File: src/rtl/speech_fifo_pkg.sv
package speech_fifo_pkg;

    // Phases of the host ready handshake
    typedef enum logic [1:0] {
        RDY_IDLE = 2'd0,  // ready active, strobes accepted
        RDY_WAIT = 2'd1,  // fixed delay running
        RDY_HOLD = 2'd2   // delay done, parked byte still waiting for room
    } rdy_state_e;

endpackage

File: src/rtl/sf_ready_seq.sv
module sf_ready_seq
    import speech_fifo_pkg::*;
#(
    parameter int unsigned READY_CLKS = 16
) (
    input  logic clk,
    input  logic rst,
    input  logic wr_n,
    input  logic rd_n,
    input  logic hold,
    output logic wr_take,
    output logic rdy_n
);
    localparam int unsigned TW = $clog2(READY_CLKS + 1);
    localparam logic [TW-1:0] TLOAD = TW'(READY_CLKS - 1);

    typedef struct packed {
        rdy_state_e    st;
        logic [TW-1:0] tmr;
        logic          wr_prev;
        logic          rd_prev;
    } seq_t;

    seq_t q, d;
    logic rd_take;

    always_comb begin
        d         = q;
        d.wr_prev = wr_n;
        d.rd_prev = rd_n;
        wr_take   = q.wr_prev && !wr_n && (q.st == RDY_IDLE);
        rd_take   = q.rd_prev && !rd_n && (q.st == RDY_IDLE);
        unique case (q.st)
            RDY_IDLE: if (wr_take || rd_take) begin
                d.st  = RDY_WAIT;
                d.tmr = TLOAD;
            end
            RDY_WAIT: if (q.tmr == '0) d.st = hold ? RDY_HOLD : RDY_IDLE;
                      else             d.tmr = q.tmr - 1'b1;
            RDY_HOLD: if (!hold) d.st = RDY_IDLE;
            default:  d.st = RDY_IDLE;
        endcase
    end

    always_ff @(posedge clk) begin
        if (rst) begin
            q.st      <= RDY_IDLE;
            q.tmr     <= '0;
            q.wr_prev <= 1'b1;
            q.rd_prev <= 1'b1;
        end else begin
            q <= d;
        end
    end

    assign rdy_n = (q.st != RDY_IDLE);

    // an accepted strobe edge makes ready inactive on the next edge
    p_ready_drop_r5: assert property (@(posedge clk) disable iff (rst)
        (q.wr_prev && !wr_n && !rdy_n) |=> rdy_n);
    // ready is never released while the delay still runs
    p_no_early_release_r6: assert property (@(posedge clk) disable iff (rst)
        (q.st == RDY_WAIT && q.tmr != '0) |=> rdy_n);
endmodule

File: src/rtl/sf_byte_ring.sv
module sf_byte_ring #(
    parameter int unsigned DW    = 8,
    parameter int unsigned DEPTH = 16
) (
    input  logic                         clk,
    input  logic                         rst,
    input  logic                         push,
    input  logic [DW-1:0]                push_data,
    input  logic                         pop,
    output logic [DW-1:0]                pop_data,
    output logic                         underrun,
    output logic [$clog2(DEPTH+1)-1:0]   count,
    output logic [$clog2(DEPTH+1)-1:0]   count_nx,
    output logic                         full
);
    localparam int unsigned AW = $clog2(DEPTH);
    localparam int unsigned CW = $clog2(DEPTH + 1);
    localparam logic [AW-1:0] LAST    = AW'(DEPTH - 1);
    localparam logic [CW-1:0] DEPTH_C = CW'(DEPTH);

    typedef struct packed {
        logic [AW-1:0] head;
        logic [AW-1:0] tail;
        logic [CW-1:0] cnt;
        logic [DW-1:0] pdata;
        logic          unr;
    } ring_t;

    ring_t q, d;
    logic [DW-1:0] mem [DEPTH];
    logic do_push, do_pop;

    function automatic logic [AW-1:0] step(input logic [AW-1:0] p);
        return (p == LAST) ? '0 : p + 1'b1;
    endfunction

    always_comb begin
        d       = q;
        d.unr   = 1'b0;
        do_push = push && (q.cnt != DEPTH_C);
        do_pop  = pop && (q.cnt != '0);
        if (do_push) d.tail = step(q.tail);
        if (do_pop) begin
            d.head  = step(q.head);
            d.pdata = mem[q.head];
        end
        if (pop && (q.cnt == '0)) d.unr = 1'b1;
        unique case ({do_push, do_pop})
            2'b10:   d.cnt = q.cnt + 1'b1;
            2'b01:   d.cnt = q.cnt - 1'b1;
            default: d.cnt = q.cnt;
        endcase
    end

    always_ff @(posedge clk) begin
        if (rst) q <= '0;
        else     q <= d;
    end

    always_ff @(posedge clk) begin
        if (do_push) mem[q.tail] <= push_data;
    end

    assign pop_data = q.pdata;
    assign underrun = q.unr;
    assign count    = q.cnt;
    assign count_nx = d.cnt;
    assign full     = (q.cnt == DEPTH_C);

    // the fill level never passes the depth
    p_no_overflow_r3: assert property (@(posedge clk) disable iff (rst)
        q.cnt <= DEPTH_C);
    // an empty pop flags underrun and leaves the count alone
    p_empty_pop_r8: assert property (@(posedge clk) disable iff (rst)
        (pop && !push && q.cnt == '0) |=> (q.unr && $stable(q.cnt)));
endmodule

File: src/rtl/speech_fifo_if.sv
module speech_fifo_if #(
    parameter int unsigned DW         = 8,
    parameter int unsigned DEPTH      = 16,
    parameter int unsigned LOW_MARK   = 8,
    parameter int unsigned READY_CLKS = 16
) (
    input  logic                        clk,
    input  logic                        rst,
    input  logic                        spk_ext,
    input  logic [DW-1:0]               din,
    input  logic                        wr_n,
    input  logic                        rd_n,
    output logic                        rdy_n,
    input  logic                        pop,
    output logic [DW-1:0]               pop_data,
    output logic                        underrun,
    input  logic                        speech_done,
    output logic [$clog2(DEPTH+1)-1:0]  count,
    output logic                        buf_empty,
    output logic                        buf_low,
    output logic                        talking,
    output logic                        frm_clr
);
    localparam int unsigned CW = $clog2(DEPTH + 1);
    localparam logic [CW-1:0] LOW_C = CW'(LOW_MARK);

    typedef struct packed {
        logic          pend;
        logic [DW-1:0] pbyte;
        logic          empty;
        logic          low;
        logic          talk;
        logic          clr;
    } top_t;

    top_t q, d;

    logic          wr_take, full, push;
    logic [DW-1:0] push_byte;
    logic [CW-1:0] count_nx;

    sf_ready_seq #(.READY_CLKS(READY_CLKS)) u_rdy (
        .clk     (clk),
        .rst     (rst),
        .wr_n    (wr_n),
        .rd_n    (rd_n),
        .hold    (q.pend),
        .wr_take (wr_take),
        .rdy_n   (rdy_n)
    );

    sf_byte_ring #(.DW(DW), .DEPTH(DEPTH)) u_ring (
        .clk       (clk),
        .rst       (rst),
        .push      (push),
        .push_data (push_byte),
        .pop       (pop),
        .pop_data  (pop_data),
        .underrun  (underrun),
        .count     (count),
        .count_nx  (count_nx),
        .full      (full)
    );

    always_comb begin
        d         = q;
        push      = 1'b0;
        push_byte = din;
        if (q.pend) begin
            if (!full) begin
                push      = 1'b1;
                push_byte = q.pbyte;
                d.pend    = 1'b0;
            end
        end else if (wr_take && spk_ext) begin
            if (!full) push = 1'b1;
            else begin
                d.pend  = 1'b1;
                d.pbyte = din;
            end
        end
        d.empty = (count_nx == '0);
        d.low   = (count_nx <= LOW_C);
        d.clr   = 1'b0;
        if (speech_done) d.talk = 1'b0;
        if (push && spk_ext && !q.talk && (count_nx > LOW_C)) begin
            d.talk = 1'b1;
            d.clr  = 1'b1;
        end
    end

    always_ff @(posedge clk) begin
        if (rst) begin
            q.pend  <= 1'b0;
            q.pbyte <= '0;
            q.empty <= 1'b1;
            q.low   <= 1'b1;
            q.talk  <= 1'b0;
            q.clr   <= 1'b0;
        end else begin
            q <= d;
        end
    end

    assign buf_empty = q.empty;
    assign buf_low   = q.low;
    assign talking   = q.talk;
    assign frm_clr   = q.clr;

    // the registered empty flag tracks the ring's count
    p_empty_flag_r2: assert property (@(posedge clk) disable iff (rst)
        q.empty == (count == '0));
    // talking only rises together with the clear pulse, above the low mark
    p_talk_start_r4: assert property (@(posedge clk) disable iff (rst)
        $rose(q.talk) |-> (q.clr && !q.low));
    // a parked byte keeps ready inactive
    p_pend_holds_r3: assert property (@(posedge clk) disable iff (rst)
        q.pend |-> rdy_n);
endmodule

File: config.mk
export PLATFORM = sky130hd
export DESIGN_NAME = speech_fifo_if
export DESIGN_NICKNAME = d
export VERILOG_FILES = /design/src/rtl/speech_fifo_pkg.sv /design/src/rtl/sf_ready_seq.sv /design/src/rtl/sf_byte_ring.sv /design/src/rtl/speech_fifo_if.sv
export SDC_FILE = /design/constraint.sdc
export NUM_CORES = 1
export LEC_CHECK = 0
export CAP_MARGIN = 10
export CORE_MARGIN = 2
export CORE_UTILIZATION = 54
export CTS_CLUSTER_DIAMETER = 40
export DETAILED_ROUTE_END_ITERATION = 12
export PLACE_DENSITY = 0.8
export RECOVER_POWER = 25
export SYNTH_ARGS = -nofsm -noshare
export SYNTH_HDL_FRONTEND = slang
export SYNTH_SLANG_ARGS = --single-unit
File: constraint.sdc
create_clock -name clk -period 3.31 [get_ports clk]
set_input_delay 0.662 -clock clk [delete_from_list [all_inputs] [get_ports clk]]
set_output_delay 0.662 -clock clk [all_outputs]
set_load 0.005 [all_outputs]
==> results.cfg <==
[routing]
drc_errors = 0
ant_nets = 0
drtIter0Drc = 430
num_vias = 4088
firstDrtPassIters = 5
viasPerCell = 5.84
routed_wl_um = 14700
wire_per_inst_um = 20.9

[critical_path]
r2r_end = talking
worst_setup_path_start_kind = primary input
worstSetupPathType = in2reg
critPathRequiredTime_ns = 3.62
crit_chain = clkdlybuf4s50_1 -> nor2b_1 -> a31oi_1 -> a21oi_1 -> inv_1 -> ha_2 -> xor2_2 -> ha_2 -> a21boi_4 -> o32ai_4 -> nor4b_2 -> buf_4 -> mux2_4 -> a21oi_4 -> o21ai_1
cp_common_cell = ha_2
path_depth = 15
cp-end-kind = register
cp_slowest_cell = clkdlybuf4s50_1
slowest_delay_ns = 0.47
reg2reg_from = u_ring.count[1]
r2r_setup_slack_ns = 0.23
critPathArrivalTime_ns = 3.48
ff2ff_path_depth = 14
path_delay_family = compound AO/OA/AOI/OAI gates
path_max_fanout = 4
path_buf_inv = 3

[timing]
worst_pin_slew_ns = 1.47
period_minus_slack_ns = 3.17
final.setup_skew_ns = 0.0126
setup_violations = 0
finalHoldViolCount = 0
slew_viol_final = 0
finalSetupTns_ns = 0
slew_headroom_pct = 1.31
worst_slack_ns = 0.135
max_freq_ghz = 0.315
whs_ns = 0.460
period_share_pct = 95.9

[cells_and_area]
area_growth_pct = 16.2
n_antenna_cell = 0
fin_util_pct = 63.9
fin_nets = 537
layout_commonest_cell = edfxtp_1
final_cell_mix = 128 x edfxtp_1, 43 x dfxtp_1, 42 x nor2_1
drive_above_1_share_pct = 21.2

[logic_synthesis]
synthCells = 460
synth_edf_count = 128
synth_nets = 486
syn_area_um2 = 7250
synth-seq-area-share_pct = 65.2
ys_ff_latch = 172
yosys.area.top_type = edfxtp_1
avgSynthCellArea_um2 = 15.8
ys_top_cells_by_area = edfxtp_1 53%, dfxtp_1 12%, mux4_2 8.1%
yosys_warnings = 0
synth_cell_types = 56
async_flop_share_pct = 0
synth_flop_cell = edfxtp_1
synth_top_area_share_pct = 53.0

[clock_tree]
htree_levels = 4
clkTransAtPathRegs_ns = 0.06
clk_latency_ns = 0.43
cts_hold_buf = 0
cts_sinks = 172
numCtsBuffers = 17
clk_path_buf_depth = 2
root_buffer = clkbuf_16
cts_tree = built

[floorplan]
die_x_um = 120
rows = 42
core_region_area_um2 = 13200
start_util_pct = 55.0
die_height_um = 120
die-area_um2 = 14400
io-pin-count = 34

[power_and_ir_drop]
power.internal_w = 0.00426
powerDensity_nw_per_um2 = 711
sw_frac_of_total_pct = 28.9
p_sw_w = 0.00173
p_seq_share_pct = 41.7
power.leakage_nw = 2.85
ir_worst_vdd_v = 0.000465
p_clk_share_pct = 31.5
pwr-share-comb_pct = 26.8
power_w = 0.00599

[min_path]
hold_end = u_ring.pop_data[7]
hold_depth = 2
min_from = u_ring.pop_data[7]
hold_path.class = reg2reg

[status]
status = finished, violations left
violations = max-capacitance violations

[global_routing]
gr-total-overflow = 0
grt_max_degree = 37
grt_pass1_vias = 4168
grt_pass1_wl_um = 23200
antenna_found_initial = 0
grtUsageTotal_pct = 21.9

[placed_design]
gp_congestion = 0.890
portBuffers = 33
detailed_place_hpwl_um = 9460
place_ws_ns = -0.313

[job]
cap_violations = 1
## repair_timing
item | CTS | global route
resized for setup | 0 | 8
setup endpoints to repair | 0 | 4
setup buffers | 0 | 1
endpoints found under the hold margin | 0 | 0
## power by group through the flow
stage	logic [W]	registers (W)	clock network, W
after detailed placement	0.00155	0.00254	0
after floorplan	0.00115	0.00253	0
after CTS	0.00157	0.00250	0.00191
final	0.00160	0.00250	0.00189
after global routing	0.00174	0.00251	0.00200
after global placement	0.00149	0.00254	0
## synth_stat cells (all sizes together), types with 2 or more instances
cell    number
xor2         8
mux2        10
inv         10
a21oi       20
dfxtp       44
ha          11
buf         30
nor4b        5
or2          2
o21ai        6
edfxtp     128
nor3         8
nor2b        5
mux2i       10
nand3        2
nor4         3
nand2b       4
and2         2
clkbuf       8
a31oi        3
mux4        40
nor3b        2
nor2        42
nand2       37
## registers in the layout, summed over array words and instances (netlist names)
register / flops
u_ring.pop_data: 8
talking: 1
frm_clr: 1
u_ring.underrun: 1
buf_low: 1
u_ring.q: 8
u_ring.mem: 128
q: 9
u_ring.count: 5
u_rdy.q: 9
buf_empty: 1
## worst max-delay path by stage
stage	start	slack, ns	endpoint
floorplan	wr_n	0.05	talking
global placement	wr_n	-0.15	talking
detailed placement	wr_n	-0.31	talking
CTS	wr_n	0.11	talking
global route	wr_n	-0.04	talking
finish	wr_n	0.14	talking
## worst min-delay path: stages (launching register included)
cell and delay [ns]:
dfxtp_1 0.31, nand2_1 0.05, a21oi_1 0.05
## logic make-up after synthesis
group	after synthesis	share of synthesized area [%]
simple gates	121	8.35
flops	172	65.2
xor+xnor	9	1.09
compound gates	39	3.47
fa+ha+maj	11	1.90
mux	60	16.1
buf+inv	48	3.90
## stage by stage
| stage | cell area, um^2 | std cells |
|---|---|---|
| 3_3_place_gp | 7850 | 667 |
| 3_5_place_dp | 7850 | 667 |
| 5_1_grt | 8430 | 700 |
| 4_1_cts | 8410 | 699 |
| 6_report | 8430 | 700 |
| 2_1_floorplan | 7260 | 460 |
## layer usage
layer / GRT usage (%) / share of wire, % / vias to the layer above
li1: - / - / 1845
met1: 28.1 / 41 / 2028
met2: 36.4 / 51 / 178
met3: 5.13 / 6.0 / 37
met4: 8.60 / 2.8 / 0
met5: 0 / 0 / -
## layout make-up
class | count | area [um^2]
Fill cell | 881 | 4760
Sequential cell | 172 | 4730
Multi-Input combinational cell | 240 | 2280
Timing Repair Buffer | 70 | 594
Clock buffer | 21 | 472
Tap cell | 176 | 220
Clock inverter | 11 | 93.8
Inverter | 10 | 37.5
Power figures use the tool's default switching activity.
